## src/rtl/ptick_pkg.sv

```systemverilog
package ptick_pkg;
  localparam int PT_CODE_W = 4;
  localparam int PT_REF_W  = 15;
  // Codes below this value (except 0) are remapped upward by PT_ALIAS_ADD.
  localparam int PT_ALIAS_LIMIT = 3;
  localparam int PT_ALIAS_ADD   = 7;

  // Effective rate code after the low-code remapping.
  function automatic logic [PT_CODE_W-1:0] eff_code(input logic [PT_CODE_W-1:0] code);
    if (code != '0 && int'(code) < PT_ALIAS_LIMIT)
      return code + PT_CODE_W'(PT_ALIAS_ADD);
    return code;
  endfunction

  // Mask of the low (code-1) reference bits that must all be set before an event.
  function automatic logic [PT_REF_W-1:0] period_mask(input logic [PT_CODE_W-1:0] code);
    logic [PT_REF_W-1:0] m;
    m = '0;
    for (int i = 0; i < PT_REF_W; i++)
      if (i < int'(code) - 1) m[i] = 1'b1;
    return m;
  endfunction
endpackage

```

## src/rtl/ptick_ref_counter.sv

```systemverilog
module ptick_ref_counter #(
  parameter int W = ptick_pkg::PT_REF_W
) (
  input  logic         clk,
  input  logic         rst_n,
  input  logic         tick_en,
  output logic [W-1:0] count
);
  always_ff @(posedge clk) begin
    if (!rst_n)       count <= '0;
    else if (tick_en) count <= count + W'(1);
  end

  // the reference count moves only on a reference tick
  a_r5_count_holds: assert property (@(posedge clk) disable iff (!rst_n)
    !tick_en |=> $stable(count));
endmodule

```

## src/rtl/ptick_rate_decode.sv

```systemverilog
module ptick_rate_decode
  import ptick_pkg::*;
(
  input  logic [PT_CODE_W-1:0] rate_sel,
  input  logic                 pie_en,
  output logic                 run,
  output logic [PT_REF_W-1:0]  mask
);
  logic [PT_CODE_W-1:0] eff;

  assign eff  = eff_code(rate_sel);
  assign run  = pie_en && (rate_sel != '0);
  assign mask = run ? period_mask(eff) : '0;
endmodule

```

## src/rtl/ptick_boundary_detect.sv

```systemverilog
module ptick_boundary_detect
  import ptick_pkg::*;
(
  input  logic                clk,
  input  logic                rst_n,
  input  logic                tick_en,
  input  logic                run,
  input  logic [PT_REF_W-1:0] mask,
  input  logic [PT_REF_W-1:0] count,
  output logic                pulse
);
  logic at_edge;

  // The current tick takes the masked low bits from all ones to zero.
  assign at_edge = run && tick_en && ((count & mask) == mask);

  always_ff @(posedge clk) begin
    if (!rst_n) pulse <= 1'b0;
    else        pulse <= at_edge;
  end

  // every event lands on a period boundary of the reference count
  a_r5_aligned: assert property (@(posedge clk) disable iff (!rst_n)
    pulse |-> ((count & $past(mask)) == '0));
  // a pulse follows a reference tick
  a_r6_after_tick: assert property (@(posedge clk) disable iff (!rst_n)
    pulse |-> $past(tick_en));
endmodule

```

## src/rtl/rtc_periodic_tick.sv

```systemverilog
module rtc_periodic_tick
  import ptick_pkg::*;
(
  input  logic                 clk,
  input  logic                 rst_n,
  input  logic                 ref_tick,
  input  logic [PT_CODE_W-1:0] rate_sel,
  input  logic                 pie_en,
  output logic                 event_pulse,
  output logic                 running
);
  logic [PT_REF_W-1:0] ref_count;
  logic [PT_REF_W-1:0] lo_mask;
  logic                run_w;

  ptick_ref_counter #(.W(PT_REF_W)) u_count (
    .clk     (clk),
    .rst_n   (rst_n),
    .tick_en (ref_tick),
    .count   (ref_count)
  );

  ptick_rate_decode u_decode (
    .rate_sel (rate_sel),
    .pie_en   (pie_en),
    .run      (run_w),
    .mask     (lo_mask)
  );

  ptick_boundary_detect u_detect (
    .clk     (clk),
    .rst_n   (rst_n),
    .tick_en (ref_tick),
    .run     (run_w),
    .mask    (lo_mask),
    .count   (ref_count),
    .pulse   (event_pulse)
  );

  assign running = run_w;

  // no event unless the divider was enabled at the tick
  a_r2_idle_quiet: assert property (@(posedge clk) disable iff (!rst_n)
    event_pulse |-> $past(running));
  // an event lasts a single cycle (shortest period is 4 ticks)
  a_r6_one_cycle: assert property (@(posedge clk) disable iff (!rst_n)
    event_pulse |=> !event_pulse);
  // code 1 uses the code-8 boundary width
  a_r3_alias_one: assert property (@(posedge clk) disable iff (!rst_n)
    (running && rate_sel == 4'd1) |-> (lo_mask == 15'h007F));
  // no event in the cycle after reset is released
  a_r9_reset_quiet: assert property (@(posedge clk)
    !rst_n |=> !event_pulse);
endmodule

```

## config.mk

```make
export PLATFORM = sky130hd
export DESIGN_NAME = rtc_periodic_tick
export DESIGN_NICKNAME = d
export VERILOG_FILES = /design/src/rtl/ptick_pkg.sv /design/src/rtl/ptick_ref_counter.sv /design/src/rtl/ptick_rate_decode.sv /design/src/rtl/ptick_boundary_detect.sv /design/src/rtl/rtc_periodic_tick.sv
export SDC_FILE = /design/constraint.sdc
export NUM_CORES = 1
export LEC_CHECK = 0
export BUFFER_PORTS_ARGS = -buffer_cell sky130_fd_sc_hd__buf_2
export CORE_UTILIZATION = 50
export DETAILED_ROUTE_END_ITERATION = 10
export GPL_TIMING_DRIVEN = 0
export HOLD_SLACK_MARGIN = 0.1
export PLACE_DENSITY_LB_ADDON = 0.05
export SETUP_SLACK_MARGIN = 0.05
export SLEW_MARGIN = 20
export SYNTH_ARGS = -nofsm -noshare
export SYNTH_HDL_FRONTEND = slang
export SYNTH_HIERARCHICAL = 1
export SYNTH_SLANG_ARGS = --single-unit
```

## constraint.sdc

```tcl
create_clock -name clk -period 4.76 [get_ports clk]
set_clock_uncertainty 0.15 [all_clocks]
set_input_delay 0.476 -clock clk [delete_from_list [all_inputs] [get_ports clk]]
set_output_delay 0.476 -clock clk [all_outputs]
set_load 0.02 [all_outputs]
```

==> out/results.ini <==
[sta]
hold_violations = 0
slew_violations = 0
rsz0062_at_grt = no
finalSetupViolations = 0
tns_ns = 0
max_freq_ghz = 0.417
period_needed_ns = 2.40
hold_slack_ns = 0.331
period_share_pct = 50.3

[clock_network]
cts_tree = yes
cts.sinks = 16
root_buffer = clkbuf_4
hold_buffers = 0
clkLatencyLatePin_ns = 0.28
ctsHtreeMaxLevel = 1
cts_resized = 0
path_clk_slew_ns = 0.10
postCtsSetupBuffers = 0
numCtsBuffers = 3
clock_path_buffers = 2

[route]
routed_wl_microns = 2390
via_count = 1039
drt_iter0_markers = 17
drc = 0
via_per_inst = 5.71
first_pass_iters = 5
wire_per_inst_microns = 13.1
final_antenna_net_count = 0

[worst_setup_path]
required_ns = 4.79
reg2reg_depth = 4
slowest_delay_ns = 0.42
crit_buf_inv = 3
crit_path_max_fanout = 7
reg2reg_from = u_count/count[0]
cp_common_cell = inv_1
cp_top_family = simple AND/OR/NAND/NOR gates
start_kind = primary input
arrival_ns = 2.43
end_kind = flip-flop
r2r_end = u_count/count[10]
path_class = primary input to flip-flop
path_cells = buf_2, inv_1, ha_1, nor4_4, mux2_2, a211oi_1, inv_1, o22ai_1, nor3_1, and3_1
r2r_slack_ns = 2.97
crit_slowest_cell = mux2_2

[logic_synthesis]
yosysMostFrequentCell = inv_1
avgSynthCellArea_sq_um = 7.86
ys_ff_latch = 16
synth_top_area_share_pct = 28.7
yosys-top-cells-area = dfxtp_1 29%, inv_1 6.1%, mux2i_1 5.4%
synth.net_count = 154
yosysWarnings = 6
synthCells = 142
ys_seq_area_share_pct = 28.7
yosysTopAreaCell = dfxtp_1
synth.distinct_cells = 39
syn_area_sq_mm = 0.00112
synth_edf_count = 0
synthTopCellsByCount = 18 x inv_1, 16 x dfxtp_1, 10 x nor2_1, 9 x a21oi_1, 9 x nand2_1
async_flop_share_pct = 0
ys.flop_type = dfxtp_1

[place]
dp_hpwl_microns = 1850
place.gp.congestion = 0.844
placement.io_buffers = 9

[pwr]
p_leak_nw = 0.466
power.density_mw_per_mm2 = 226
vdd_drop_max_mv = 0.153
p_total_w = 0.000278

[finish]
drive_above_1_share_pct = 17.4
area_growth_pct = 10.3
finalNetCount = 168
diodes = 0

[die]
fp.dieW_microns = 49.2
initial_core_util_pct = 55.2
io-pin-count = 10
row_count = 16
fp.coreArea_sq_mm = 0.00202
die_y_microns = 49.2
dieArea_sq_mm = 0.00243

[job]
cap_violations = 0

[global_route]
grt-ovfl-total = 0
grt_pass1_vias = 964
grt_pass1_wl_microns = 4120
grt_max_degree = 11
grt_use_total_pct = 21.8
antenna_found_initial = 0

[hold_path]
worstHoldPathCells = 2
hold_class = flip-flop to flip-flop
worstHoldEndpoint = u_count/count[14]
worstHoldStart = u_count/count[14]

[run_status]
status = complete, no violations

==> metal layers <==
| layer | up-vias | GRT usage [%] | routed length [microns] |
|---|---|---|---|
| met5 | - | 0 | 0 |
| met4 | 0 | 3.92 | 0 |
| met3 | 0 | 5.61 | 90 |
| met2 | 23 | 38.4 | 1150 |
| met1 | 483 | 26.6 | 1150 |
| li1 | 533 | - | - |
==> metrics by stage <==
step | utilization (%) | worst slack (ns) | cell area [sq um] | instances
final | 60.9 | 2.36 | 1230 | 182
after global placement | 59.1 | 2.09 | 1190 | 178
after detailed placement | 59.1 | 2.08 | 1190 | 178
after CTS | 60.9 | 2.38 | 1230 | 182
after global routing | 60.9 | 2.21 | 1230 | 182
after floorplan | - | 2.43 | 1120 | 142
==> state kept, by name, summed over array words and instances, names as in the netlist <==
signal / count
u_detect/pulse: 1
u_count/count: 15
==> kinds of logic (layout without fill, tap and decap cells) <==
family / Yosys count / in the layout / share of synthesized area, %
other: 1 / 1 / 0.336
adders and majority gates: 4 / 4 / 4.48
muxes: 7 / 7 / 6.39
and+or+nand+nor: 56 / 56 / 29.4
AOI/OAI and AO/OA: 32 / 32 / 19.5
xor gates and xnor gates: 4 / 4 / 3.14
DFF: 16 / 16 / 28.7
buffers and inverters: 22 / 35 / 8.07
==> placed cells by master, fill, tap and decap left out, types with 4 or more instances in the layout <==
| master | n |
|---|---|
| nor3_1 | 7 |
| o31ai_1 | 4 |
| nand2b_1 | 6 |
| o22ai_1 | 7 |
| dfxtp_1 | 16 |
| nand3_1 | 4 |
| inv_1 | 18 |
| or4_1 | 4 |
| buf_2 | 9 |
| a21oi_1 | 9 |
| nor2_1 | 10 |
| ha_1 | 4 |
| mux2i_1 | 6 |
| nand2_1 | 9 |
==> area by class of cell <==
cell class	instances	area [sq um]
well taps	27	33.8
plain buffers	4	22.5
repair buffers	9	45.0
clock buffers	4	36.3
multi-input cells	104	706
inverters	18	67.6
fillers	195	791
flip-flops and latches	16	320
==> worst max-delay path by stage <==
stage                startpoint              to  slack (ns)  depth (start not counted)
finish              rate_sel[0]  u_detect/pulse        2.36                         10
global placement    rate_sel[0]  u_detect/pulse        2.09                         10
global route        rate_sel[0]  u_detect/pulse        2.21                         10
CTS                 rate_sel[1]         running        2.38                          7
floorplan           rate_sel[0]  u_detect/pulse        2.43                          9
detailed placement  rate_sel[0]  u_detect/pulse        2.08                         10
==> power breakdown <==
group | internal, W | switching, W
logic | 0.0000212 | 0.0000292
registers | 0.000136 | 0.00000240
clock network | 0.0000466 | 0.0000429
==> worst register-to-register path, stage by stage (launching register included) <==
cell     delay, ns
dfxtp_1       0.42
ha_1          0.21
nand4_2       0.25
or4_1         0.56
a21oi_1       0.14
Note: power is estimated with default switching activity, not from simulation.
